===== config.mk =====
export PLATFORM = sky130hd
export DESIGN_NAME = spi_xfer_engine
export DESIGN_NICKNAME = d
export VERILOG_FILES = /design/src/rtl/spi_xfer_pkg.sv /design/src/rtl/spi_fifo.sv /design/src/rtl/spi_sclk_gen.sv /design/src/rtl/spi_xfer_engine.sv
export SDC_FILE = /design/constraint.sdc
export NUM_CORES = 2
export LEC_CHECK = 0
export BUFFER_PORTS_ARGS = -buffer_cell sky130_fd_sc_hd__buf_2
export CORE_UTILIZATION = 50
export CTS_CLUSTER_SIZE = 12
export DETAILED_ROUTE_END_ITERATION = 8
export PLACE_DENSITY = 0.65
export SLEW_MARGIN = 5
export SYNTH_ARGS = -nofsm -noshare
export SYNTH_HDL_FRONTEND = slang
export SYNTH_SLANG_ARGS = --single-unit

===== constraint.sdc =====
create_clock -name clk -period 5.44 [get_ports clk]
set_input_delay 0.544 -clock clk [delete_from_list [all_inputs] [get_ports clk]]
set_output_delay 0.544 -clock clk [all_outputs]
set_load 0.01 [all_outputs]

===== src/rtl/spi_xfer_pkg.sv =====
`timescale 1ns/1ps
package spi_xfer_pkg;

    // Burst sequencing states
    typedef enum logic [2:0] {
        ST_IDLE,
        ST_LEAD,
        ST_SHIFT,
        ST_GAP,
        ST_TRAIL,
        ST_DESEL
    } xfer_state_t;

endpackage


===== src/rtl/spi_fifo.sv =====
`timescale 1ns/1ps
module spi_fifo #(
    parameter int WIDTH = 8,
    parameter int DEPTH = 128
) (
    input  logic             clk,
    input  logic             rst_n,
    input  logic             push,
    input  logic [WIDTH-1:0] din,
    input  logic             pop,
    output logic [WIDTH-1:0] dout,
    output logic             full,
    output logic             empty
);
    localparam int AW = $clog2(DEPTH);
    localparam int CW = AW + 1;

    logic [WIDTH-1:0] mem [DEPTH];
    logic [AW-1:0]    wr_ptr, rd_ptr;
    logic [CW-1:0]    level;
    logic             do_push, do_pop;

    assign full    = (level == CW'(DEPTH));
    assign empty   = (level == '0);
    assign do_push = push && !full;
    assign do_pop  = pop && !empty;
    assign dout    = mem[rd_ptr];

    always_ff @(posedge clk) begin
        if (do_push) begin
            mem[wr_ptr] <= din;
        end
    end

    always_ff @(posedge clk or negedge rst_n) begin
        if (!rst_n) begin
            wr_ptr <= '0;
            rd_ptr <= '0;
            level  <= '0;
        end else begin
            if (do_push) begin
                wr_ptr <= (wr_ptr == AW'(DEPTH - 1)) ? '0 : wr_ptr + 1'b1;
            end
            if (do_pop) begin
                rd_ptr <= (rd_ptr == AW'(DEPTH - 1)) ? '0 : rd_ptr + 1'b1;
            end
            case ({do_push, do_pop})
                2'b10:   level <= level + 1'b1;
                2'b01:   level <= level - 1'b1;
                default: level <= level;
            endcase
        end
    end
endmodule


===== src/rtl/spi_sclk_gen.sv =====
`timescale 1ns/1ps
module spi_sclk_gen #(
    parameter int SEL_W = 3,
    parameter int EDGES = 16
) (
    input  logic                     clk,
    input  logic                     rst_n,
    input  logic                     run,
    input  logic                     cpol,
    input  logic [SEL_W-1:0]         baud_sel,
    output logic                     sclk,
    output logic                     edge_stb,
    output logic [$clog2(EDGES)-1:0] edge_idx
);
    localparam int MAX_EXP = (1 << SEL_W) - 1;
    localparam int CNT_W   = MAX_EXP + 1;
    localparam int EW      = $clog2(EDGES);

    logic [SEL_W-1:0] half_exp;
    logic [CNT_W-1:0] half_m1;
    logic [CNT_W-1:0] div_cnt;
    logic             phase_q;
    logic [EW-1:0]    idx_q;

    // Field value 0 is promoted to 1: the ratio never drops below 4
    assign half_exp = (baud_sel == '0) ? SEL_W'(1) : baud_sel;
    assign half_m1  = (CNT_W'(1) << half_exp) - CNT_W'(1);
    assign edge_stb = run && (div_cnt == half_m1);
    assign edge_idx = idx_q;
    assign sclk     = phase_q ^ cpol;

    always_ff @(posedge clk or negedge rst_n) begin
        if (!rst_n) begin
            div_cnt <= '0;
            phase_q <= 1'b0;
            idx_q   <= '0;
        end else if (!run) begin
            div_cnt <= '0;
            phase_q <= 1'b0;
            idx_q   <= '0;
        end else if (edge_stb) begin
            div_cnt <= '0;
            phase_q <= ~phase_q;
            idx_q   <= idx_q + 1'b1;
        end else begin
            div_cnt <= div_cnt + 1'b1;
        end
    end
endmodule


===== src/rtl/spi_xfer_engine.sv =====
`timescale 1ns/1ps
module spi_xfer_engine
    import spi_xfer_pkg::*;
#(
    parameter int DATA_W     = 8,
    parameter int FIFO_DEPTH = 128,
    parameter int SEL_W      = 3,
    parameter int CS_W       = 4,
    parameter int NUM_SS     = 3,
    parameter int GAP_W      = 8
) (
    input  logic                clk,
    input  logic                rst_n,
    input  logic                xfer_en,
    input  logic                clk_pol,
    input  logic                clk_pha,
    input  logic [SEL_W-1:0]    baud_sel,
    input  logic [CS_W-1:0]     cs_field,
    input  logic [4*GAP_W-1:0]  gap_cfg,
    input  logic                tx_push,
    input  logic [DATA_W-1:0]   tx_byte,
    output logic                tx_full,
    output logic                tx_empty,
    input  logic                rx_pop,
    output logic [DATA_W-1:0]   rx_dout,
    output logic                rx_empty,
    output logic                rx_full,
    output logic                sclk,
    output logic                mosi,
    input  logic                miso,
    output logic [NUM_SS-1:0]   ss_n
);
    localparam int EDGES = 2 * DATA_W;
    localparam int EW    = $clog2(EDGES);

    xfer_state_t        state_q, state_d;
    logic [GAP_W-1:0]   gap_cnt_q, gap_load;
    logic [GAP_W-1:0]   g_lead, g_hold, g_space, g_desel;
    logic [DATA_W-1:0]  tx_sr, rx_sr, rx_word, tx_head;
    logic               load_byte, rx_push;
    logic               cs_active, clk_run;
    logic               edge_stb, last_edge, sample_now, shift_now;
    logic [EW-1:0]      edge_idx;
    logic [NUM_SS-1:0]  slave_hit;
    logic               any_slave;

    assign g_lead  = gap_cfg[GAP_W-1:0];
    assign g_hold  = gap_cfg[2*GAP_W-1:GAP_W];
    assign g_space = gap_cfg[3*GAP_W-1:2*GAP_W];
    assign g_desel = gap_cfg[4*GAP_W-1:3*GAP_W];

    spi_fifo #(.WIDTH(DATA_W), .DEPTH(FIFO_DEPTH)) tx_q_i (
        .clk(clk), .rst_n(rst_n),
        .push(tx_push), .din(tx_byte),
        .pop(load_byte), .dout(tx_head),
        .full(tx_full), .empty(tx_empty)
    );

    spi_fifo #(.WIDTH(DATA_W), .DEPTH(FIFO_DEPTH)) rx_q_i (
        .clk(clk), .rst_n(rst_n),
        .push(rx_push), .din(rx_word),
        .pop(rx_pop), .dout(rx_dout),
        .full(rx_full), .empty(rx_empty)
    );

    spi_sclk_gen #(.SEL_W(SEL_W), .EDGES(EDGES)) sclk_i (
        .clk(clk), .rst_n(rst_n),
        .run(clk_run), .cpol(clk_pol), .baud_sel(baud_sel),
        .sclk(sclk), .edge_stb(edge_stb), .edge_idx(edge_idx)
    );

    // Edge classification: leading edges have even index
    assign last_edge  = edge_stb && (edge_idx == EW'(EDGES - 1));
    assign sample_now = clk_pha ? edge_idx[0] : ~edge_idx[0];
    assign shift_now  = clk_pha ? (~edge_idx[0] && (edge_idx != '0)) : edge_idx[0];
    assign rx_word    = sample_now ? {rx_sr[DATA_W-2:0], miso} : rx_sr;
    assign mosi       = tx_sr[DATA_W-1];

    // Next-state logic
    always_comb begin
        state_d   = state_q;
        load_byte = 1'b0;
        rx_push   = 1'b0;
        unique case (state_q)
            ST_IDLE: begin
                if (xfer_en && !tx_empty) begin
                    state_d   = ST_LEAD;
                    load_byte = 1'b1;
                end
            end
            ST_LEAD: begin
                if (gap_cnt_q == '0) state_d = ST_SHIFT;
            end
            ST_SHIFT: begin
                if (last_edge) begin
                    rx_push = 1'b1;
                    if (xfer_en && !tx_empty) begin
                        state_d   = ST_GAP;
                        load_byte = 1'b1;
                    end else begin
                        state_d = ST_TRAIL;
                    end
                end
            end
            ST_GAP: begin
                if (gap_cnt_q == '0) state_d = ST_SHIFT;
            end
            ST_TRAIL: begin
                if (gap_cnt_q == '0) state_d = ST_DESEL;
            end
            ST_DESEL: begin
                if (gap_cnt_q == '0) state_d = ST_IDLE;
            end
            default: state_d = ST_IDLE;
        endcase
    end

    always_comb begin
        unique case (state_d)
            ST_LEAD:  gap_load = g_lead;
            ST_GAP:   gap_load = g_space;
            ST_TRAIL: gap_load = g_hold;
            ST_DESEL: gap_load = g_desel;
            default:  gap_load = '0;
        endcase
    end

    // State register and gap counter
    always_ff @(posedge clk or negedge rst_n) begin
        if (!rst_n) begin
            state_q   <= ST_IDLE;
            gap_cnt_q <= '0;
        end else begin
            state_q <= state_d;
            if (state_d != state_q) begin
                gap_cnt_q <= gap_load;
            end else if (gap_cnt_q != '0) begin
                gap_cnt_q <= gap_cnt_q - 1'b1;
            end
        end
    end

    // Output decode per state
    always_comb begin
        cs_active = 1'b0;
        clk_run   = 1'b0;
        unique case (state_q)
            ST_LEAD, ST_GAP, ST_TRAIL: cs_active = 1'b1;
            ST_SHIFT: begin
                cs_active = 1'b1;
                clk_run   = 1'b1;
            end
            default: begin
                cs_active = 1'b0;
                clk_run   = 1'b0;
            end
        endcase
    end

    // Shift registers
    always_ff @(posedge clk or negedge rst_n) begin
        if (!rst_n) begin
            tx_sr <= '0;
            rx_sr <= '0;
        end else if (load_byte) begin
            tx_sr <= tx_head;
            rx_sr <= '0;
        end else if (state_q == ST_SHIFT && edge_stb) begin
            if (sample_now) rx_sr <= rx_word;
            if (shift_now)  tx_sr <= {tx_sr[DATA_W-2:0], 1'b0};
        end
    end

    // Lowest zero bit of the chip-select code picks the slave
    assign any_slave = ~&cs_field;

    for (genvar i = 0; i < NUM_SS; i++) begin : g_sel
        if (i == 0) begin : g_first
            assign slave_hit[i] = ~cs_field[0];
        end else begin : g_rest
            assign slave_hit[i] = ~cs_field[i] & (&cs_field[i-1:0]);
        end
        assign ss_n[i] = ~(cs_active && any_slave && slave_hit[i]);
    end
endmodule


==> impl_metrics.json <==
{
  "status": "complete, no violations",
  "io_pins": 72,
  "wl_met1_mm": 76.4,
  "core_area_um2": 167000,
  "setup_viol": 0,
  "die_y_um": 413,
  "ant_nets": 0,
  "whs_ns": 0.0604,
  "max-cap-violations": 0,
  "dpl.hpwl_mm": 114,
  "p_leak_nw": 28.6,
  "dpl_cell_area_um2": 87400,
  "slew_headroom": 0.232,
  "gp_congestion": 0.814,
  "setup_tns_ns": 0,
  "syn_to_final_growth_pct": 11.3,
  "post-route-period-util": 0.890,
  "drt-initial-drc-count": 4075,
  "std_cell_rows": 150,
  "viasPerCell": 6.10,
  "setup_ws_ns": 0.597,
  "wl_met2_mm": 95.6,
  "dr.max_layer_used": "met4",
  "initial_core_util": 0.504,
  "grt-ovfl-total": 0,
  "antennaDiodeCount": 0,
  "wl_met3_mm": 11.0,
  "skew_ns": 0.0265,
  "cts_buffers": 213,
  "async_flop_share": 0.0394,
  "via_count": 39900,
  "endpoint_kind": "primary output",
  "routed_wl_mm": 187,
  "power_mw": 33.7,
  "portBuffers": 70,
  "grt_pass1_wl_mm": 279,
  "root_buffer": "clkbuf_16",
  "cts.repair.resized": 0,
  "post_drt_wl_per_cell_um": 28.7,
  "rsz0062_at_grt": "false",
  "grt_max_degree": 96,
  "syn_nets": 4080,
  "synth_area_per_cell_um2": 21.1,
  "yosys_warnings": 0,
  "synthFlopType": "edfxtp_1",
  "synth-seq-area-share": 0.754,
  "syn_inst": 3999,
  "final_max_slew_viol_count": 0,
  "synth.distinct_cells": 80,
  "clkLatencyLatePin_ns": 0.84,
  "cp.required_ns": 4.90,
  "synth_edf_count": 2048,
  "drcViolationCount": 0,
  "dr.pass1.iters": 6,
  "fill_cells": 12400,
  "grt_pass1_vias": 41400,
  "clk_pin_slew_worst_paths_ns": 0.06,
  "hold_path.class": "input pin to flop",
  "worst_pin_slew_ns": 1.15,
  "clk_path_buf_depth": 3,
  "fin_area_um2": 93900,
  "cts_max_level": 4,
  "reg2reg_slack_ns": 1.31,
  "path_class": "flop to primary output",
  "track_usage": 0.224,
  "powerDensity_nw_per_um2": 359,
  "crit_path_start_kind": "flop",
  "fmax_mhz": 206,
  "cp_max_fo": 35,
  "critical_path_arrival_ns": 4.30,
  "synthesis.area_um2": 84300,
  "place_ws_ns": 0.673,
  "hold_viol_final": 0,
  "cts_sinks": 2132,
  "yosys_register_bits": 2132,
  "die_area_um2": 170000,
  "fin_nets": 4274,
  "final_layout_size_suffix_gt1_frac": 0.240,
  "cts_tree": "built",
  "period_minus_slack_ns": 4.84,
  "antenna_found_initial": 1,
  "die_x_um": 413,
  "ir_drop_v": 0.000381
}
==> logic make-up after synthesis <==
family,after synthesis,synth area share
compound gates,275,0.0240
xor+xnor,54,0.00561
fa+ha+maj,26,0.00404
buf+inv,235,0.0149
flops,2132,0.754
mux,663,0.164
other cells,1,0.0000445
simple gates,613,0.0329
==> flip-flops by register name, summed over array words and instances (netlist names) <==
signal	cells
rx_q_i.mem	1024
tx_q_i.mem	1024
gap_cnt_q	8
rx_q_i.level	8
rx_sr	8
sclk_i.div_cnt	8
tx_q_i.level	8
tx_sr	8
rx_q_i.rd_ptr	7
rx_q_i.wr_ptr	7
tx_q_i.rd_ptr	7
tx_q_i.wr_ptr	7
sclk_i.edge_idx	4
state_q	3
sclk_i.phase_q	1
==> layout by cell type, fill, tap and decap left out, types with 9 or more instances in the layout <==
cell type	count
edfxtp_1	2048
mux4_2	560
nor2_1	327
clkbuf_16	215
nand2_1	109
buf_4	91
mux2i_1	76
dfrtp_1	76
clkbuf_1	66
a22oi_1	65
buf_2	61
nand3_1	50
clkinv_1	38
a21oi_1	34
xnor2_1	33
nor2b_1	27
ha_1	24
a22o_1	23
o21ai_0	23
a221oi_1	22
o22ai_1	22
buf_12	22
inv_1	21
xor2_1	21
dlygate4sd3_1	16
and3_1	15
mux4_1	12
clkinv_2	12
nand4_1	11
nor3_1	11
a21o_1	9
a2111oi_0	9
a31oi_1	9
==> per-layer routing <==
metal	up-vias	global-route usage
met1	21200	0.305
met3	291	0.0346
li1	17000	-
met5	-	0
met2	1372	0.377
met4	0	0.0605
==> worst max-delay path, stage by stage, from the launching register on <==
cell	delay (ns)
dfrtp_4	0.95
buf_12	0.32
buf_12	0.30
mux4_2	0.60
mux4_2	0.50
mux2i_1	0.23
a221oi_1	0.25
buf_2	0.22
==> cell type report <==
cell class / count / area (µm²) / share of cell area
clock buffers: 283 / 5660 / 0.0603
flip-flops and latches: 2132 / 63600 / 0.678
well taps: 2204 / 2760 / 0.0294
multi-input cells: 1632 / 19500 / 0.208
inverters: 24 / 90.1 / 0.000960
clock inverters: 72 / 594 / 0.00633
repair buffers: 190 / 1590 / 0.0169
==> power by group <==
part,total (mW),internal (mW),switching (mW)
clock network,13.5,7.49,6.02
registers,18.7,18.6,0.138
logic,1.47,0.304,1.17
==> repair_timing <==
| item | in CTS | in global routing |
|---|---|---|
| hold buffers | 16 | 0 |
| hold endpoints to repair | 55 | 0 |
| setup buffers | 0 | 0 |
==> synthesized netlist by cell type (all sizes together) (5+ instances only) <==
master,number,area [µm²]
or4,5,37.5
a21o,9,67.6
xor2,21,184
a22o,23,201
buf,122,836
mux4,572,12900
xnor2,33,289
edfxtp,2048,61500
o22ai,22,138
a211oi,6,57.6
nor3,12,65.1
a21oi,34,170
mux2i,76,761
a2111oi,9,78.8
nand2b,7,43.8
nand3b,8,60.1
nand2,117,477
o31ai,7,57.6
ha,24,300
nand4,12,81.3
nand3,53,288
a221oi,26,253
nor2b,29,181
o211ai,6,45.0
a31oi,9,56.3
and3,15,93.8
clkbuf,89,334
o21ai,29,149
o41ai,6,60.1
mux2,15,169
nor2,329,1250
a22oi,65,488
dfrtp,84,2100
and2,10,62.6
inv,24,90.1
==> worst paths after layout <==
check	start	end	cells after the start
min in group asynchronous	rst_n	tx_q_i.level[5]	2
max in group asynchronous	rst_n	tx_q_i.rd_ptr[2]	3
worst min register to register	rx_q_i.level[4]	rx_q_i.level[4]	2
worst max register to register	rx_q_i.level[2]	rx_q_i.level[7]	13
worst max-delay path	rx_q_i.rd_ptr[0]	rx_dout[3]	7
worst min-delay path	gap_cfg[13]	gap_cnt_q[5]	3
==> stage by stage <==
stage,std cells,utilization
6_report,6537,0.561
5_1_grt,6537,0.561
4_1_cts,6537,0.561
3_5_place_dp,6166,0.522
3_3_place_gp,6166,0.522
2_1_floorplan,3999,-
(Power assumes the default switching activity.)
